==> src/rtl/rrs_pkg.sv <==
package rrs_pkg;

  typedef enum logic [2:0] {
    RS_IDLE   = 3'd0,
    RS_REQ_A  = 3'd1,
    RS_WAIT_A = 3'd2,
    RS_REQ_B  = 3'd3,
    RS_WAIT_B = 3'd4,
    RS_DONE   = 3'd5
  } rrs_state_e;

endpackage

==> src/rtl/rrs_rise.sv <==
// Rising-edge detector for the read enable; the history register tracks
// the input in every cycle so an edge seen while busy is consumed.
module rrs_rise (
  input  logic clk,
  input  logic rst_n,
  input  logic level_i,
  output logic rise_o
);

  logic level_q;

  always_ff @(posedge clk or negedge rst_n) begin
    if (!rst_n) begin
      level_q <= 1'b0;
    end else begin
      level_q <= level_i;
    end
  end

  assign rise_o = level_i & ~level_q;

endmodule

==> src/rtl/rrs_split.sv <==
// Splits a circular window starting at base into one or two linear bursts.
module rrs_split #(
  parameter int unsigned ADDR_W = 8
) (
  input  logic [ADDR_W-1:0] base_i,
  output logic [ADDR_W:0]   first_len_o,
  output logic [ADDR_W:0]   second_len_o,
  output logic              two_burst_o
);

  localparam int unsigned LEN_W = ADDR_W + 1;
  localparam logic [LEN_W-1:0] DEPTH_L = LEN_W'(1) << ADDR_W;

  always_comb begin
    first_len_o  = DEPTH_L - {1'b0, base_i};
    second_len_o = {1'b0, base_i};
    two_burst_o  = |base_i;
  end

endmodule

==> src/rtl/rrs_fsm.sv <==
// Burst sequencing state machine.
module rrs_fsm
  import rrs_pkg::*;
(
  input  logic       clk,
  input  logic       rst_n,
  input  logic       start_i,
  input  logic       two_burst_i,
  input  logic       req_ready_i,
  input  logic       burst_ack_i,
  output rrs_state_e state_o
);

  rrs_state_e state_q, state_d;

  always_comb begin
    state_d = state_q;
    unique case (state_q)
      RS_IDLE:   if (start_i)     state_d = RS_REQ_A;
      RS_REQ_A:  if (req_ready_i) state_d = RS_WAIT_A;
      RS_WAIT_A: if (burst_ack_i) state_d = two_burst_i ? RS_REQ_B : RS_DONE;
      RS_REQ_B:  if (req_ready_i) state_d = RS_WAIT_B;
      RS_WAIT_B: if (burst_ack_i) state_d = RS_DONE;
      RS_DONE:                    state_d = RS_IDLE;
      default:                    state_d = RS_IDLE;
    endcase
  end

  always_ff @(posedge clk or negedge rst_n) begin
    if (!rst_n) begin
      state_q <= RS_IDLE;
    end else begin
      state_q <= state_d;
    end
  end

  assign state_o = state_q;

endmodule

==> src/rtl/ring_readout_seq.sv <==
module ring_readout_seq
  import rrs_pkg::*;
#(
  parameter int unsigned ADDR_W = 8
) (
  input  logic              clk,
  input  logic              rst_n,
  input  logic              rd_en,
  input  logic [ADDR_W-1:0] rd_base,
  output logic              req_valid,
  input  logic              req_ready,
  output logic [ADDR_W-1:0] req_addr,
  output logic [ADDR_W:0]   req_len,
  input  logic              burst_ack,
  output logic              rd_done
);

  logic              rise;
  logic              load_en;
  logic [ADDR_W-1:0] base_q;
  logic [ADDR_W:0]   first_len;
  logic [ADDR_W:0]   second_len;
  logic              two_burst;
  rrs_state_e        state;

  rrs_rise u_rise (
    .clk     (clk),
    .rst_n   (rst_n),
    .level_i (rd_en),
    .rise_o  (rise)
  );

  assign load_en = (state == RS_IDLE) & rise;

  // Base address register with an explicit load enable.
  always_ff @(posedge clk or negedge rst_n) begin
    if (!rst_n) begin
      base_q <= '0;
    end else if (load_en) begin
      base_q <= rd_base;
    end
  end

  rrs_split #(.ADDR_W(ADDR_W)) u_split (
    .base_i       (base_q),
    .first_len_o  (first_len),
    .second_len_o (second_len),
    .two_burst_o  (two_burst)
  );

  rrs_fsm u_fsm (
    .clk         (clk),
    .rst_n       (rst_n),
    .start_i     (rise),
    .two_burst_i (two_burst),
    .req_ready_i (req_ready),
    .burst_ack_i (burst_ack),
    .state_o     (state)
  );

  always_comb begin
    req_valid = 1'b0;
    req_addr  = '0;
    req_len   = '0;
    if (state == RS_REQ_A) begin
      req_valid = 1'b1;
      req_addr  = base_q;
      req_len   = first_len;
    end else if (state == RS_REQ_B) begin
      req_valid = 1'b1;
      req_len   = second_len;
    end
  end

  assign rd_done = (state == RS_DONE);

endmodule

==> config.mk <==
export PLATFORM = sky130hd
export DESIGN_NAME = ring_readout_seq
export DESIGN_NICKNAME = d
export VERILOG_FILES = /design/src/rtl/rrs_pkg.sv /design/src/rtl/rrs_rise.sv /design/src/rtl/rrs_split.sv /design/src/rtl/rrs_fsm.sv /design/src/rtl/ring_readout_seq.sv
export SDC_FILE = /design/constraint.sdc
export NUM_CORES = 1
export LEC_CHECK = 0
export ABC_AREA = 1
export BUFFER_PORTS_ARGS = -buffer_cell sky130_fd_sc_hd__buf_2
export CORE_MARGIN = 2
export CORE_UTILIZATION = 51
export CTS_BUF_LIST = sky130_fd_sc_hd__clkbuf_8 sky130_fd_sc_hd__clkbuf_16
export DETAILED_ROUTE_END_ITERATION = 6
export PLACE_DENSITY = 0.91
export REMOVE_ABC_BUFFERS = 1
export SKIP_LAST_GASP = 1
export SYNTH_ARGS = -nofsm -noshare
export SYNTH_HDL_FRONTEND = slang
export SYNTH_SLANG_ARGS = --single-unit
==> constraint.sdc <==
create_clock -name clk -period 2.7 [get_ports clk]
set_input_delay 0.54 -clock clk [delete_from_list [all_inputs] [get_ports clk]]
set_output_delay 0.54 -clock clk [all_outputs]
set_load 0.05 [all_outputs]
==> reports/metrics.yaml, run 1 <==
status: "complete, no violations"
place_congestion: 0.803
io_pins: 32
cts_resized: 0
drt_iter0_markers: 20
clock_sinks: 12
synth-main-ff-cell: "dfrtp_1"
synth-edff-count: 0
cts_root_buf: "clkbuf_8"
async_flop_share: 1.00
cts_tree: "yes"
yosysTopAreaCellShare: 0.363
synth_common_cells: "nor2_1 (29), nand2_1 (28), a21oi_1 (15)"
fin_crit_sh: 0.838
row_count: 14
drt-pass1-iter-count: 4
first_global_vias: 788
drv_cap: 0
area_growth_pct: 22.8
dieHeight_um: 44.3
hold_violations: 0
hpwl_um: 1510
slew_viol_final: 0
hold_buffers: 0
min_path_type: "in2async"
routedWlPerCell_um: 11.4
maxSlewHeadroom: 0.737
syn_area_per_cell_um2: 6.68
period_minus_slack_ns: 2.26
wl_um: 1950
antenna_cells: 0
ys_seq_area_frac: 0.363
yosys_warnings: 0
rr_worst_depth: 7
ys_ff_latch: 12
r2r_end: "u_fsm.state_o[1]$_DFFE_PN0P_"
final_antenna_net_count: 0
clock_path_buffers: 2
n_fill_cell: 138
clk_latency_ns: 0.24
port_buffers: 31
htreeDepth: 1
antenna_found_initial: 0
r2r_slack_ns: 1.35
grt_pass1_wl_um: 3150
yosysTopAreaCell: "dfrtp_1"
start_util: 0.550
criticalPathCategory: "reg2out"
clkSlewWorstSetupHoldPaths_ns: 0.05
vias: 901
yosysMostFrequentCell: "nor2_1"
synth_cells: 124
layout.nets: 171
cp-start-kind: "flop"
fin_worst_skew_ns: 0.00406
tritoncts.num_buffers: 3
fmax_mhz: 442
cts_setup_buffers: 0
setup_viol: 0
rsz0062_at_grt: "false"
dp_slack_ns: 0.697
cp_max_fo: 11
worstMarginPinSlew_ns: 0.395
drc: 0
gr-total-overflow: 0
yosys-top-cells-area: "dfrtp_1 (36%), nor2_1 (13%), nand2_1 (13%), a21oi_1 (9.1%), inv_1 (5.9%)"
drive_above_1_share: 0.265
cp.arrival_ns: 1.72
regToRegStartpoint: "base_q[0]$_DFFE_PN0P_"
cp-end-kind: "output pin"
finalSetupTns_ns: 0
grt_usage: 0.217
die_area_um2: 1960
required_ns: 2.16
core_um2: 1510
setup_ws_ns: 0.437
yosysUniqueCellTypes: 19
grt_max_degree: 17
netlist_area_um2: 828
vias_per_cell: 5.27
die_x_um: 44.3
flip-flops by register name, indices dropped and copies added, names as in the netlist:
| name | flops |
|---|---|
| base_q | 8 |
| u_rise.level_q | 1 |
| u_fsm.state_o | 3 |
cell type report:
type                            instances  area [um2]  share of cell area
Sequential cell                        12         300               0.295
Inverter                               15        56.3              0.0554
Multi-Input combinational cell         94         444               0.437
Clock buffer                            3        41.3              0.0406
Timing Repair Buffer                   31         155               0.153
Tap cell                               16        20.0              0.0197
stage by stage:
stage | utilization | hold WS, ns | area, um2 | cells
final | 0.675 | 0.169 | 1020 | 171
after global routing | 0.675 | 0.187 | 1020 | 171
after CTS | 0.675 | 0.177 | 1020 | 171
after detailed placement | 0.648 | 0.430 | 976 | 168
after global placement | 0.648 | 0.428 | 976 | 168
after floorplan | - | 0.244 | 801 | 121
worst max-delay path by stage:
stage          cells after the start                    startpoint         end  slack, ns
5_1_grt                            4  u_fsm.state_o[2]$_DFFE_PN0P_  req_len[8]       0.35
3_5_place_dp                       4  u_fsm.state_o[2]$_DFFE_PN0P_  req_len[8]       0.70
2_1_floorplan                      3  u_fsm.state_o[2]$_DFFE_PN0P_  req_len[1]       0.15
4_1_cts                            4  u_fsm.state_o[2]$_DFFE_PN0P_  req_len[8]       0.44
6_report                           4  u_fsm.state_o[2]$_DFFE_PN0P_  req_len[8]       0.44
3_3_place_gp                       4  u_fsm.state_o[2]$_DFFE_PN0P_  req_len[8]       0.72
worst max-delay path: stages, from the launching register on:
cell and delay, ns:
dfrtp_1 0.51, nor2_4 0.19, nand2_1 0.23, nor3_1 0.26, buf_2 0.29
cells by family after synthesis:
group | share of synthesized area
simple gates | 0.388
compound gates | 0.122
buf+inv | 0.101
flops | 0.363
xor+xnor | 0.0106
fa+ha+maj | 0.0151
cells in the final DEF, fill, tap and decap left out, drive strengths merged:
master   n
buf     31
nor2    31
nand2   28
a21oi   15
inv     15
dfrtp   12
nand3    7
nor3     5
o21ai    4
clkbuf   3
xor2     1
o22ai    1
or2      1
ha       1
metal layers:
metal	global-route usage	vias up	part of all wire
met5	0	-	0
met4	0.103	0	0.020
met3	0.0286	7	0.042
met2	0.374	32	0.51
met1	0.266	410	0.42
li1	-	452	-
Power of run 1 is left out: the tool's default activity adds up to more than one toggle a clock period on the data nets, which glitch-free logic cannot reach.
==> inputs of run 2 (changes only) <==
--- a/config.mk
+++ b/config.mk
@@ -8,10 +8,10 @@
 export ABC_AREA = 1
 export BUFFER_PORTS_ARGS = -buffer_cell sky130_fd_sc_hd__buf_2
 export CORE_MARGIN = 2
-export CORE_UTILIZATION = 51
+export CORE_UTILIZATION = 47
 export CTS_BUF_LIST = sky130_fd_sc_hd__clkbuf_8 sky130_fd_sc_hd__clkbuf_16
 export DETAILED_ROUTE_END_ITERATION = 6
-export PLACE_DENSITY = 0.91
+export PLACE_DENSITY = 0.85
 export REMOVE_ABC_BUFFERS = 1
 export SKIP_LAST_GASP = 1
 export SYNTH_ARGS = -nofsm -noshare
==> constraint.sdc (replaced) <==
create_clock -name clk -period 2.2 [get_ports clk]
set_input_delay 0.44 -clock clk [delete_from_list [all_inputs] [get_ports clk]]
set_output_delay 0.44 -clock clk [all_outputs]
set_load 0.05 [all_outputs]
==> run 2 against run 1 <==
  * Worst setup slack got worse by 0.33 ns
  * Flip-flop and latch count did not move
  * Core utilization fell by 6.3 points
  * Clock-buffer cell count did not move
  * Sequential share of layout area fell by 0.46 points
  * Critical path depth rose by 1
  * Worst hold slack got worse by 0.099 ns
  * Design area rose by 1.6%
  * Routed wire length rose by 5.9%
  * Clock skew fell by 0.0038 ns
  * Critical path type unchanged
  * Critical endpoint is now req_len[1]
==> reports/metrics.yaml, run 2 (same netlist as run 1, synthesis figures left out) <==
area_growth_pct: 24.8  # was 22.8%
cts_resized: 0  # unchanged
status: "complete, no violations"  # unchanged
rsz0062_at_grt: "true"  # was false
numPlacedInstances: 170  # was 168
row_count: 15  # was 14
clk_latency_ns: 0.24  # about the same
cp_max_fo: 8  # was 11
cts_root_buf: "clkbuf_8"  # unchanged
crit_chain: "buf_4 > nor2_8 > nand2_1 > o21ai_0 > buf_2"  # was nor2_4 > nand2_1 > nor3_1 > buf_2
die_x_um: 46.0  # was 44.3 um
min_path_type: "in2async"  # unchanged
final_antenna_net_count: 0  # unchanged
drt_iter0_markers: 27  # was 20
required_ns: 1.76  # was 2.16 ns
top_register: "base_q"  # unchanged
htreeDepth: 1  # unchanged
critPathTopFamily: "buffers and inverters"  # was simple AND/OR/NAND/NOR gates
cp-end-kind: "output pin"  # unchanged
final_cells: 173  # was 171
fin_crit_sh: 0.951
setup_viol: 0  # unchanged
clock_path_buffers: 2  # unchanged
die_area_um2: 2110  # was 1960 um2
mostFrequentLayoutCells: "buf_2 (30), nor2_1 (29), nand2_1 (27)"  # was buf_2 (31), nor2_1 (29), nand2_1 (28)
largest_register_ffs: 8  # unchanged
timing.hold.ws_ns: 0.0700  # was 0.169 ns
post-route-util: 0.612  # was 0.675
worstMarginPinSlew_ns: 0.319  # was 0.395 ns
drc: 0  # unchanged
maxSlewHeadroom: 0.787  # was 0.737
drive_above_1_share: 0.282  # was 0.265
slew_viol_final: 0  # unchanged
period_minus_slack_ns: 2.09
core_um2: 1690  # was 1510 um2
fin_worst_skew_ns: 0.000258  # was 0.00406 ns
grt_pass1_wl_um: 3350  # was 3150 um
io_pins: 32  # unchanged
drv_cap: 0  # unchanged
place_congestion: 0.877  # was 0.803
vias: 930  # was 901
grt_usage: 0.225  # was 0.217
cp-start-kind: "flop"  # unchanged
antenna_found_initial: 0  # unchanged
antenna_cells: 0  # unchanged
criticalPathCategory: "reg2out"  # unchanged
layout.nets: 172  # was 171
hpwl_um: 1580  # was 1510 um
start_util: 0.490  # was 0.550
cts_setup_buffers: 0  # unchanged
tritoncts.num_buffers: 3  # unchanged
gr-total-overflow: 0  # unchanged
grt_max_degree: 17  # unchanged
wl_um: 2070  # was 1950 um
drt-pass1-iter-count: 5  # was 4
port_buffers: 31  # unchanged
cp_slowest_cell: "dfrtp_1"  # unchanged
vias_per_cell: 5.38  # was 5.27
finalSetupTns_ns: 0  # unchanged
cp_num_buf_inv: 2  # was 1
routedWlPerCell_um: 12.0  # was 11.4 um
first_global_vias: 788  # unchanged
dieHeight_um: 46.0  # was 44.3 um
hold_violations: 0  # unchanged
slowest_delay_ns: 0.47  # was 0.51 ns
fmax_mhz: 478
final_common_cell: "buf_2"  # unchanged
cp.arrival_ns: 1.65  # was 1.72 ns
cts_tree: "yes"  # unchanged
clock_sinks: 12  # unchanged
hold_buffers: 0  # unchanged
clkSlewWorstSetupHoldPaths_ns: 0.05  # about the same
## run 2: cell types whose count changed in the layout (fill, tap and decap cells not counted)
cell,change
ha_2,+1
buf_2,-1
clkbuf_4,+1
ha_1,-1
buf_4,+1
nand2_1,-1
nand2_2,+1
## run 2: final cells by class
class                      count  area [um2]
multi-input combinational     94         449
inverter                      15        56.3
timing repair buffer          32         165
sequential                    12         300
clock buffer                   3        41.3
fill                         168         656
tap                           17        21.3
## run 2: routing by layer
layer / GRT usage / routed length, um / vias up
li1: - / - / 455
met1: 0.293 / 880 / 434
met2: 0.358 / 1020 / 36
met3: 0.0278 / 118 / 5
met4: 0.120 / 47 / 0
met5: 0 / 0 / -
## run 2: stage by stage
stage	setup slack [ns]	cell area, um2
detailed placement	0.335	985
finish	0.109	1030
global route	-0.0279	1030
global placement	0.382	985
CTS	0.0568	1030
floorplan	-0.255	801
## run 2: worst paths after layout
check | startpoint | endpoint | slack, ns | cells after the start
worst min-delay path | rst_n | base_q[2]$_DFFE_PN0P_ | 0.07 | 1
worst max-delay path | u_fsm.state_o[2]$_DFFE_PN0P_ | req_len[1] | 0.11 | 5
worst max register to register | u_fsm.state_o[0]$_DFFE_PN0P_ | base_q[5]$_DFFE_PN0P_ | 0.85 | 4
min in group clk | rd_en | u_rise.level_q$_DFF_PN0_ | 0.32 | 1
worst min register to register | base_q[0]$_DFFE_PN0P_ | base_q[0]$_DFFE_PN0P_ | 0.58 | 2
max in group asynchronous | rst_n | u_fsm.state_o[0]$_DFFE_PN0P_ | 1.91 | 1
Power of run 2 is left out for the same reason.
